===== src/rtl/lp_nap_pkg.sv =====
package lp_nap_pkg;
  typedef enum logic [1:0] {
    ST_RUN    = 2'd0,
    ST_COUNT  = 2'd1,
    ST_OFF    = 2'd2,
    ST_SETTLE = 2'd3
  } nap_state_t;

  localparam logic [1:0] REG_STATUS = 2'd0;
  localparam logic [1:0] REG_DATA   = 2'd1;
endpackage


===== src/rtl/lp_tick_counter.sv =====
module lp_tick_counter #(
  parameter int LIMIT = 4
) (
  input  logic clk,
  input  logic rst_n,
  input  logic clr,
  input  logic tick,
  output logic done
);
  localparam int CW = $clog2(LIMIT + 1);
  localparam logic [CW-1:0] LAST = CW'(LIMIT - 1);

  logic [CW-1:0] cnt_q;

  always_ff @(posedge clk or negedge rst_n) begin
    if (!rst_n)             cnt_q <= '0;
    else if (clr)           cnt_q <= '0;
    else if (tick && !done) cnt_q <= cnt_q + 1'b1;
  end

  assign done = !clr && tick && (cnt_q == LAST);

  p_cnt_bound_r3: assert property (@(posedge clk) disable iff (!rst_n)
    cnt_q <= LAST);
  p_clr_zero_r4: assert property (@(posedge clk) disable iff (!rst_n)
    clr |=> (cnt_q == '0));
endmodule


===== src/rtl/lp_nap_fsm.sv =====
module lp_nap_fsm
  import lp_nap_pkg::*;
(
  input  logic       clk,
  input  logic       rst_n,
  input  logic       core_idle,
  input  logic       mode_wr,
  input  logic       mode_auto,
  input  logic       mode_pd,
  input  logic       wake_hit,
  input  logic       idle_done,
  input  logic       stab_done,
  output nap_state_t state
);
  nap_state_t state_q, state_d;
  logic       auto_q;
  logic       pd_cmd;

  assign pd_cmd = mode_wr && mode_pd;

  always_comb begin
    state_d = state_q;
    unique case (state_q)
      ST_RUN: begin
        if (pd_cmd)                                  state_d = ST_OFF;
        else if (auto_q && core_idle && !mode_wr && !wake_hit) state_d = ST_COUNT;
      end
      ST_COUNT: begin
        if (pd_cmd)                                  state_d = ST_OFF;
        else if (!core_idle || wake_hit || mode_wr)  state_d = ST_RUN;
        else if (idle_done)                          state_d = ST_OFF;
      end
      ST_OFF: begin
        if (wake_hit)                                state_d = ST_SETTLE;
      end
      ST_SETTLE: begin
        if (stab_done)                               state_d = ST_RUN;
      end
      default:                                       state_d = ST_RUN;
    endcase
  end

  always_ff @(posedge clk or negedge rst_n) begin
    if (!rst_n) begin
      state_q <= ST_RUN;
      auto_q  <= 1'b0;
    end else begin
      state_q <= state_d;
      if (mode_wr) auto_q <= mode_auto;
    end
  end

  assign state = state_q;

  p_pd_cmd_r2: assert property (@(posedge clk) disable iff (!rst_n)
    ((state_q == ST_RUN || state_q == ST_COUNT) && pd_cmd) |=> (state_q == ST_OFF));
  p_no_idle_disarmed_r5: assert property (@(posedge clk) disable iff (!rst_n)
    !auto_q |-> (state_q != ST_COUNT));
  p_pd_ignored_r9: assert property (@(posedge clk) disable iff (!rst_n)
    (state_q == ST_OFF && !wake_hit) |=> (state_q == ST_OFF));
  p_abort_r4: assert property (@(posedge clk) disable iff (!rst_n)
    (state_q == ST_COUNT && !pd_cmd && !core_idle) |=> (state_q == ST_RUN));
endmodule


===== src/rtl/lp_nap_top.sv =====
module lp_nap_top
  import lp_nap_pkg::*;
#(
  parameter int IDLE_TICKS = 500,
  parameter int STAB_TICKS = 4
) (
  input  logic       clk,
  input  logic       rst_n,
  input  logic       ref_tick,
  input  logic       core_idle,
  input  logic       mode_wr,
  input  logic       mode_auto,
  input  logic       mode_pd,
  input  logic       host_rd,
  input  logic       host_wr,
  input  logic [1:0] host_reg,
  input  logic       core_rqm,
  output logic       osc_en,
  output logic       core_en,
  output logic       rqm_out
);
  nap_state_t state;
  logic       wake_hit, idle_done, stab_done;

  assign wake_hit = (host_rd || host_wr) &&
                    (host_reg == REG_STATUS || host_reg == REG_DATA);

  lp_nap_fsm u_fsm (
    .clk       (clk),
    .rst_n     (rst_n),
    .core_idle (core_idle),
    .mode_wr   (mode_wr),
    .mode_auto (mode_auto),
    .mode_pd   (mode_pd),
    .wake_hit  (wake_hit),
    .idle_done (idle_done),
    .stab_done (stab_done),
    .state     (state)
  );

  lp_tick_counter #(.LIMIT(IDLE_TICKS)) u_idle_cnt (
    .clk   (clk),
    .rst_n (rst_n),
    .clr   (state != ST_COUNT),
    .tick  (ref_tick),
    .done  (idle_done)
  );

  lp_tick_counter #(.LIMIT(STAB_TICKS)) u_stab_cnt (
    .clk   (clk),
    .rst_n (rst_n),
    .clr   (state != ST_SETTLE),
    .tick  (ref_tick),
    .done  (stab_done)
  );

  assign osc_en  = (state != ST_OFF);
  assign core_en = (state == ST_RUN) || (state == ST_COUNT);
  assign rqm_out = core_rqm && core_en;

  p_core_needs_osc_r1: assert property (@(posedge clk) disable iff (!rst_n)
    core_en |-> osc_en);
  p_wake_r6: assert property (@(posedge clk) disable iff (!rst_n)
    (!osc_en && wake_hit) |=> (osc_en && !core_en));
  p_settle_rqm_r7: assert property (@(posedge clk) disable iff (!rst_n)
    $rose(osc_en) |-> !rqm_out);
  p_inert_reg_r8: assert property (@(posedge clk) disable iff (!rst_n)
    (!osc_en && !wake_hit) |=> !osc_en);
endmodule


===== config.mk =====
export PLATFORM = sky130hd
export DESIGN_NAME = lp_nap_top
export DESIGN_NICKNAME = d
export VERILOG_FILES = /design/src/rtl/lp_nap_pkg.sv /design/src/rtl/lp_tick_counter.sv /design/src/rtl/lp_nap_fsm.sv /design/src/rtl/lp_nap_top.sv
export SDC_FILE = /design/constraint.sdc
export NUM_CORES = 1
export LEC_CHECK = 0
export BUFFER_PORTS_ARGS = -buffer_cell sky130_fd_sc_hd__buf_2
export CELL_PAD_IN_SITES_DETAIL_PLACEMENT = 1
export CELL_PAD_IN_SITES_GLOBAL_PLACEMENT = 1
export CORE_MARGIN = 8
export CORE_UTILIZATION = 43
export CTS_CLUSTER_SIZE = 28
export DETAILED_ROUTE_END_ITERATION = 7
export PLACE_DENSITY = 0.77
export SETUP_SLACK_MARGIN = 0.05
export SYNTH_ARGS = -nofsm -noshare
export SYNTH_HDL_FRONTEND = slang
export SYNTH_SLANG_ARGS = --single-unit

===== constraint.sdc =====
create_clock -name clk -period 4.1 [get_ports clk]
set_clock_uncertainty 0.15 [all_clocks]
set_input_delay 0.82 -clock clk [delete_from_list [all_inputs] [get_ports clk]]
set_output_delay 0.82 -clock clk [all_outputs]
set_load 0.02 [all_outputs]

==> run metrics, run 1 <==
Register Area 375.4 um^2; number of synthesized flops with an enable pin 0; synthesized area 812.0 um^2; num rows 15; Bufs on Longest Clock Path 2; most common cell in the netlist dfrtp_1; Cells after Synth 82; delay-heaviest family, CP buffers and inverters; post-cts sizing count 0; H-Tree Level Count 1; post-route ant nets 0; CP cell instances buf_2 -> nor2b_1 -> buf_2; total wire length 1.845 mm; CP Capture Type primary output; Initial Util 0.4652; syn nets just under 100; Die X 59.46 um; worst-path fanout max 1; number of synthesis warnings 0; fin util 0.5355; Lkg Pwr between 0.4 and 0.5 nW; ys flop type dfrtp_1; DRT Pass-1 Iters 4; area share of the largest cell type after synthesis 0.4622; RD Place Congestion 0.7290; CTS tree done; Fillers 211; number of remaining DRC errors 0; Iter 0 DRT Violations 5; nets 115; All-Layer GR Usage 0.1191; Mapped Avg Cell Area 9.903 um^2; Avg WL per Cell ~15 um; ant diodes 0; reg2reg end u_idle_cnt.cnt_q[6]; reg2reg setup slack 2.44 ns; first-pass GRT wire length 3.263 mm; setup violators final 0; layout cells sized above 1 0.2424; Critical Path Source core_rqm; area of the multi-input gates 425.4 um^2; initial antenna violation count 0; Final Hold Fails 0; Tightest Pin Transition 0.3854 ns; Reg clk slew, reported paths 0.09 ns; Worst-Skew Late Latency 0.28 ns; post-synth top area cell dfrtp_1; final slew viol count 0; Placed Instances 120; number of global-route vias before repair around 750; synth unique cells 32; Die Y 59.46 um; Slew HR 0.7397; fin crit share 0.5277; most frequent cells after synthesis dfrtp_1, nand2_1, a21oi_1; ranking of synthesized cells by area dfrtp_1, nand2_1, ha_1; vias per cell 5.532; number of synthesized register bits 15; maximum vdd drop roughly 280 uV; Hold/Removal Path Class primary input to async pin; Hold-fix buffers, CTS 0; largest net degree at the start of global routing 16; Max Cap Viol 0; Arr. time, crit path 1.19 ns; CTS root buf clkbuf_4; Finished Layout Cells around 120; clock sinks 15; via count 686; RR Startpoint u_idle_cnt.cnt_q[0]; Startpoint Class primary input; area grow syn2layout 15.10%; most frequent CP cell buf_2; CTS Buf Count 3; critical path class primary input to primary output; total gr overflow 0; maximum clock frequency around 460 MHz; IO buf count 13; final setup TNS 0 ns; Cell Pwr Density 424.3 mW/mm^2; die area 0.003535 mm^2; Critical Path RT 3.13 ns; sequential area share after synthesis 0.4622; Register-to-Register Path Depth 4; post-layout min period 2.163 ns; core area between 0.0015 and 0.002 mm^2; Worst path max stage delay 0.16 ns; CP bufs+invs 2; FFs w/ async S/R, synth 1.000; RSZ-0062 raised after global routing no; Crit-path slowest cell buf_2; Setup Fix Bufs, Post-CTS 0; status finished clean; detailed placement HPWL 1.389 mm; # IOs 15
[per-stage QoR]
| step | cell area (um^2) | hold slack [ns] | setup WS (ns) | total power, mW |
|---|---|---|---|---|
| 5_1_grt | 934.6 | 0.2904 | 1.912 | 0.4280 |
| 3_5_place_dp | 908.4 | 0.3573 | 1.931 | 0.3152 |
| 4_1_cts | 934.6 | 0.2836 | 1.931 | 0.4035 |
| 2_1_floorplan | 812.0 | 0.3251 | 1.983 | 0.2752 |
| 6_report | 934.6 | 0.2797 | 1.937 | 0.3966 |
| 3_3_place_gp | 908.4 | 0.3508 | 1.948 | 0.3089 |
[worst max path at each step]
stage | cells past startpoint | to
4_1_cts | 3 | rqm_out
5_1_grt | 3 | rqm_out
3_3_place_gp | 3 | rqm_out
2_1_floorplan | 1 | rqm_out
3_5_place_dp | 3 | rqm_out
6_report | 3 | rqm_out
[cell type report]
cell class / instances / share of cell area
timing repair buffer: 13 / 0.06961
multi-input combinational: 64 / 0.4552
sequential: 15 / 0.4016
tap: 25 / 0.03347
inverter: 3 / 0.01205
clock buffer: 4 / 0.02811
[metal layers]
layer  wire, um  vias up  GRT usage
met5          0        -          0
met4          9        0    0.05119
met3         63        2    0.03037
met2        790       14     0.1772
met1        982      333     0.1566
li1           -      337          -
[layout by cell type (no fill, tap or decap), types with 2 or more instances in the layout]
cell and n:
dfrtp_1 15, buf_2 13, nand2_1 11, a21oi_1 7
nor2_1 5, o21ai_0 4, inv_1 3, nor2b_1 3
mux2i_1 3, ha_1 3, clkbuf_4 3, and4_1 2
nand4_1 2, or3_1 2, nand2b_1 2, mux2_2 2
[report_power, final]
group | total (mW) | internal (mW) | switching, mW
clock | 0.0858 | 0.0377 | 0.0481
sequential | 0.195 | 0.171 | 0.0237
combinational | 0.116 | 0.0502 | 0.0660
[registers in the layout, summed over array words and instances (netlist names)]
signal	flops
u_idle_cnt.cnt_q	9
u_stab_cnt.cnt_q	3
u_fsm.auto_q	1
u_fsm.state	2
[logic make-up after synthesis]
group | share of synthesized area
flops | 0.4622
simple gates | 0.2404
mux | 0.06471
xor+xnor | 0.02158
buf+inv | 0.01387
compound gates | 0.1510
fa+ha+maj | 0.04623
(Power assumes the default switching activity.)
==> inputs of run 2 (changes only) <==
Settings changed: ABC_AREA from default to 1, CORE_UTILIZATION 43 to 35, PLACE_DENSITY 0.77 to 0.7.
Clock period 4.1 ns to 1.8 ns, I/O delays scaled along.
==> run 2 against run 1 <==
  * Sequential share of layout area decreased by 7.6 points
  * Largest cell class unchanged
  * Highest routed layer unchanged
  * Die area increased by 33%
  * Core utilization decreased by 11 points
  * Largest power group is now combinational cells
  * Wire length increased by 34%
==> run metrics, run 2 <==
total gr overflow 0; IO buf count 13; first-pass GRT wire length 4.188 mm; nets approximately 170; setup slack after layout 0.1669 ns; area grow syn2layout 19.15%; number of remaining DRC errors 0; setup violators final 0; met2 usage 0.2334; sequential area share after synthesis 0.3881; critical path class flop to primary output; Critical Path RT 1.29 ns; Iter 0 DRT Violations 23; Max Cap Viol 0; core area between 0.002 and 0.003 mm^2; final slew viol count 0; Avg WL per Cell roughly 13 um; # IOs 15; FFs w/ async S/R, synth 1.000; post-layout min period 1.633 ns; fin crit share 0.9073; Power Total 1.130 mW; H-Tree Level Count 1; total wire length between 2 and 2.5 mm; CP bufs+invs 3; most frequent cells after synthesis nand2_1, inv_1, dfrtp_1; maximum clock frequency 612.3 MHz; ranking of synthesized cells by area dfrtp_1, nand2_1, nand3_1; CTS root buf clkbuf_4; pre-CTS WS around 0.13 ns; ant diodes 0; number of synthesized register bits 15; Die Y 68.57 um; RSZ-0062 raised after global routing yes; routing usage on met1 0.1143; detailed placement HPWL 1.922 mm; Fillers 350; CTS tree done; final setup TNS 0 ns; synth unique cells 22; via count 925; Cells after Synth 135; Lkg Pwr 0.6088 nW; number of synthesized flops with an enable pin 0; Slew HR 0.7504; Register Area 375.4 um^2; area of the multi-input gates 518.0 um^2; maximum vdd drop 452.4 uV; CP cell instances inv_1 -> nor2_1 -> inv_1 -> buf_2; Final Hold Fails 0; post-synth top area cell dfrtp_1; Startpoint Class flop; post-route ant nets 0; Die X 68.57 um; Reg with most FFs u_idle_cnt.cnt_q; Arr. time, crit path 1.12 ns; initial antenna violation count 0; Worst path max stage delay around 0.41 ns; worst-path fanout max 4; status finished clean; area share of the largest cell type after synthesis 0.3881; number of synthesis warnings 0; most common cell in the netlist nand2_1; Mapped Avg Cell Area 7.164 um^2; Initial Util 0.3600; delay-heaviest family, CP flip-flops; Worst-Skew Late Latency 0.29 ns; Reg clk slew, reported paths 0.10 ns; vias per cell 4.947; RD Place Congestion approximately 0.78; synthesized area 967.2 um^2; ys flop type dfrtp_1; num rows 19; Cell Pwr Density 980.3 mW/mm^2; CTS Buf Count 3; most frequent CP cell inv_1; DRT Pass-1 Iters 4; grt peak-use layer met2; GRT met3 Usage 0.02100; most frequent cells in the layout nand2_1, inv_1, dfrtp_1; CP Capture Type primary output; Hold/Removal Path Class primary input to flop; syn nets 150; largest net degree at the start of global routing 16; layout cells sized above 1 0.2051; Crit-path slowest cell dfrtp_1; Hold Slack 0.1457 ns; commonest non-fill, non-tap cell in the layout nand2_1; Bufs on Longest Clock Path 2; Tightest Pin Transition 0.3744 ns; Largest register FFs 9; die area 0.004701 mm^2; All-Layer GR Usage 0.1170; clock sinks 15; number of global-route vias before repair about 980
run 2: what timing repair did:
| action | 4_1_cts | 5_1_grt |
|---|---|---|
| buffers inserted | 0 | 1 |
| endpoints found under the hold margin | 15 | 0 |
| resized for setup | 0 | 3 |
| setup endpoints to repair | 0 | 12 |
| hold buffers | 1 | 0 |
run 2: final cells by class:
class	instances	area share
clock inverters	1	0.004343
repair buffers	19	0.1086
multi-input cells	100	0.4495
flip-flops and latches	15	0.3257
clock buffers	3	0.01954
inverters	18	0.05863
well taps	31	0.03366
run 2: metrics by stage:
step / util / instances / instance area, um^2
2_1_floorplan: - / 135 / 967.2
3_5_place_dp: 0.4085 / 181 / 1097
5_1_grt: 0.4290 / 187 / 1152
6_report: 0.4290 / 187 / 1152
4_1_cts: 0.4225 / 186 / 1135
3_3_place_gp: 0.4085 / 181 / 1097
run 2: cell families after synthesis:
family | synth area share
adders and majority gates | 0.03881
and+or+nand+nor | 0.3312
xor gates and xnor gates | 0.02717
muxes | 0.01164
AOI/OAI and AO/OA | 0.1164
buffers and inverters | 0.08666
DFF | 0.3881
run 2: routing by layer:
metal  share of wire  up-vias  wire [um]
met1            0.41      432       1022
met5               0        -          0
met3           0.067        4        165
met4           0.016        0         39
met2            0.50       17       1252
li1                -      472          -
run 2: final timing paths:
check	from	endpoint	slack, ns	depth (start not counted)
max	u_fsm.state[1]	osc_en	0.17	4
min	mode_auto	u_fsm.auto_q	0.15	2
max reg2reg	u_fsm.state[1]	u_idle_cnt.cnt_q[3]	0.20	6
min reg2reg	u_idle_cnt.cnt_q[0]	u_idle_cnt.cnt_q[0]	0.37	1
max in group asynchronous	rst_n	u_idle_cnt.cnt_q[2]	0.86	2
min in group asynchronous	rst_n	u_fsm.auto_q	0.38	2
run 2: where the power goes:
group / total (mW) / internal [mW] / switching (mW)
sequential: 0.437 / 0.390 / 0.0469
clock: 0.205 / 0.0826 / 0.122
combinational: 0.488 / 0.176 / 0.312
==> inputs of run 3 (changes only) <==
Settings changed: GPL_TIMING_DRIVEN from default to 0.
==> run 3 against run 2 <==
  * Maximum frequency down 0.70%
  * Core utilization fell by 0.14 points
  * Die area did not move
  * Clock power rose by 2%
  * Critical path depth rose by 4
  * Sequential share of layout area rose by 0.11 points
  * Worst setup slack worse by 0.012 ns
  * Cell area down 0.33%
  * Cell count down 0.53%
  * Sequential power rose by 0.9%
  * Total power is 1.3% higher
  * Clock-buffer cell count grew 1
==> run metrics, run 3 (synthesis gave the netlist of run 2 again) <==
maximum clock frequency 608.0 MHz; Lkg Pwr 0.5906 nW; Tightest Pin Transition 0.3706 ns; layout cells sized above 1 0.1935; via count 923; post-route ant nets 0; Post-DP Area 0.001071 mm^2; ant diodes 0; Power Total 1.144 mW; Largest register FFs 9; worst-path fanout max 10; CTS Buf Count 3; post-layout min period between 1.5 and 2 ns; Die Y between 60 and 70 um; most frequent cells in the layout nand2_1, inv_1, dfrtp_1; H-Tree Level Count 1; cell area after layout 0.001149 mm^2; setup violators final 0; number of remaining DRC errors 0; total gr overflow 0; CTS root buf clkbuf_4; fin crit share 0.9137; initial antenna violation count 0; Cell Pwr Density roughly 1000 mW/mm^2; RSZ-0062 raised after global routing yes; Initial Util 0.3600; largest net degree at the start of global routing 16; Max Cap Viol 0; detailed placement HPWL 1.922 mm; vias per cell 4.962; Hold Slack approximately 0.14 ns; # IOs 15; Startpoint Class flop; fin util 0.4276; Slew HR 0.7529; area grow syn2layout 18.76%; maximum vdd drop 527.0 uV; first-pass GRT wire length 4.077 mm; die area 0.004701 mm^2; nets 171; Worst-Skew Late Latency 0.29 ns; Die X 68.57 um; total wire length 2.457 mm; RD Place Congestion 0.7669; Iter 0 DRT Violations 17; critical path class flop to flop; core area 0.002686 mm^2; status finished clean; DRT Pass-1 Iters 3; Hold/Removal Path Class primary input to flop; Critical Path RT around 1.9 ns; Reg clk slew, reported paths around 0.10 ns; Final Hold Fails 0; CP Capture Type flop; CTS tree done; num rows 19; All-Layer GR Usage 0.1159; Reg with most FFs u_idle_cnt.cnt_q; clock sinks 15; Arr. time, crit path 1.72 ns; area of the multi-input gates 534.3 um^2; IO buf count 13; commonest non-fill, non-tap cell in the layout nand2_1; Fillers 348; number of global-route vias before repair 941; Register Area 375.4 um^2; Bufs on Longest Clock Path 2; final slew viol count 0; Avg WL per Cell 13.21 um
run 3: through the flow:
stage | TNS [ns] | instances | setup slack [ns]
floorplan | 0 | 135 | 0.2070
detailed placement | -0.003930 | 179 | -0.003930
global route | 0 | 186 | 0.04623
global placement | 0 | 179 | 0.007039
finish | 0 | 186 | 0.1554
CTS | 0 | 184 | 0.07662
run 3: worst paths after layout:
check | startpoint | to | slack [ns] | cells after the start
max reg2reg | u_idle_cnt.cnt_q[0] | u_idle_cnt.cnt_q[7] | 0.16 | 8
min | mode_auto | u_fsm.auto_q | 0.14 | 2
min reg2reg | u_fsm.auto_q | u_fsm.auto_q | 0.37 | 1
max | u_idle_cnt.cnt_q[0] | u_idle_cnt.cnt_q[7] | 0.16 | 8
max in group asynchronous | rst_n | u_idle_cnt.cnt_q[5] | 0.88 | 2
min in group asynchronous | rst_n | u_stab_cnt.cnt_q[2] | 0.34 | 2
run 3: repair_timing:
item	in CTS	in global routing
endpoints found under the setup margin	9	11
setup buffers	0	2
hold buffers	1	0
resized for setup	2	3
endpoints found under the hold margin	15	0
run 3: area by class of cell:
cell class / instances / share of cell area
multi-input cells: 100 / 0.4651
clock buffers: 4 / 0.02288
inverters: 18 / 0.05882
flip-flops and latches: 15 / 0.3268
plain buffers: 2 / 0.01416
repair buffers: 16 / 0.07843
well taps: 31 / 0.03377
run 3: per-layer routing:
metal | GRT usage | up-vias | share of wire
met1 | 0.1294 | 434 | 0.44
met2 | 0.2091 | 15 | 0.49
met5 | 0 | - | 0
li1 | - | 470 | -
met3 | 0.01939 | 4 | 0.063
met4 | 0.05371 | 0 | 0.015
run 3: worst max-delay path, stage by stage (launching register included):
cell     delay [ns]
dfrtp_1        0.43
ha_4           0.18
nand2_1        0.08
nor3_4         0.15
nand2_2        0.11
a21oi_4        0.16
buf_6          0.17
nand2_1        0.08
o21ai_2        0.06
run 3: where the power goes:
group	internal, mW	switching [mW]	leakage, nW
combinational	0.179	0.314	0.374
clock	0.0863	0.123	0.0150
sequential	0.390	0.0516	0.201
total	0.655	0.488	0.591
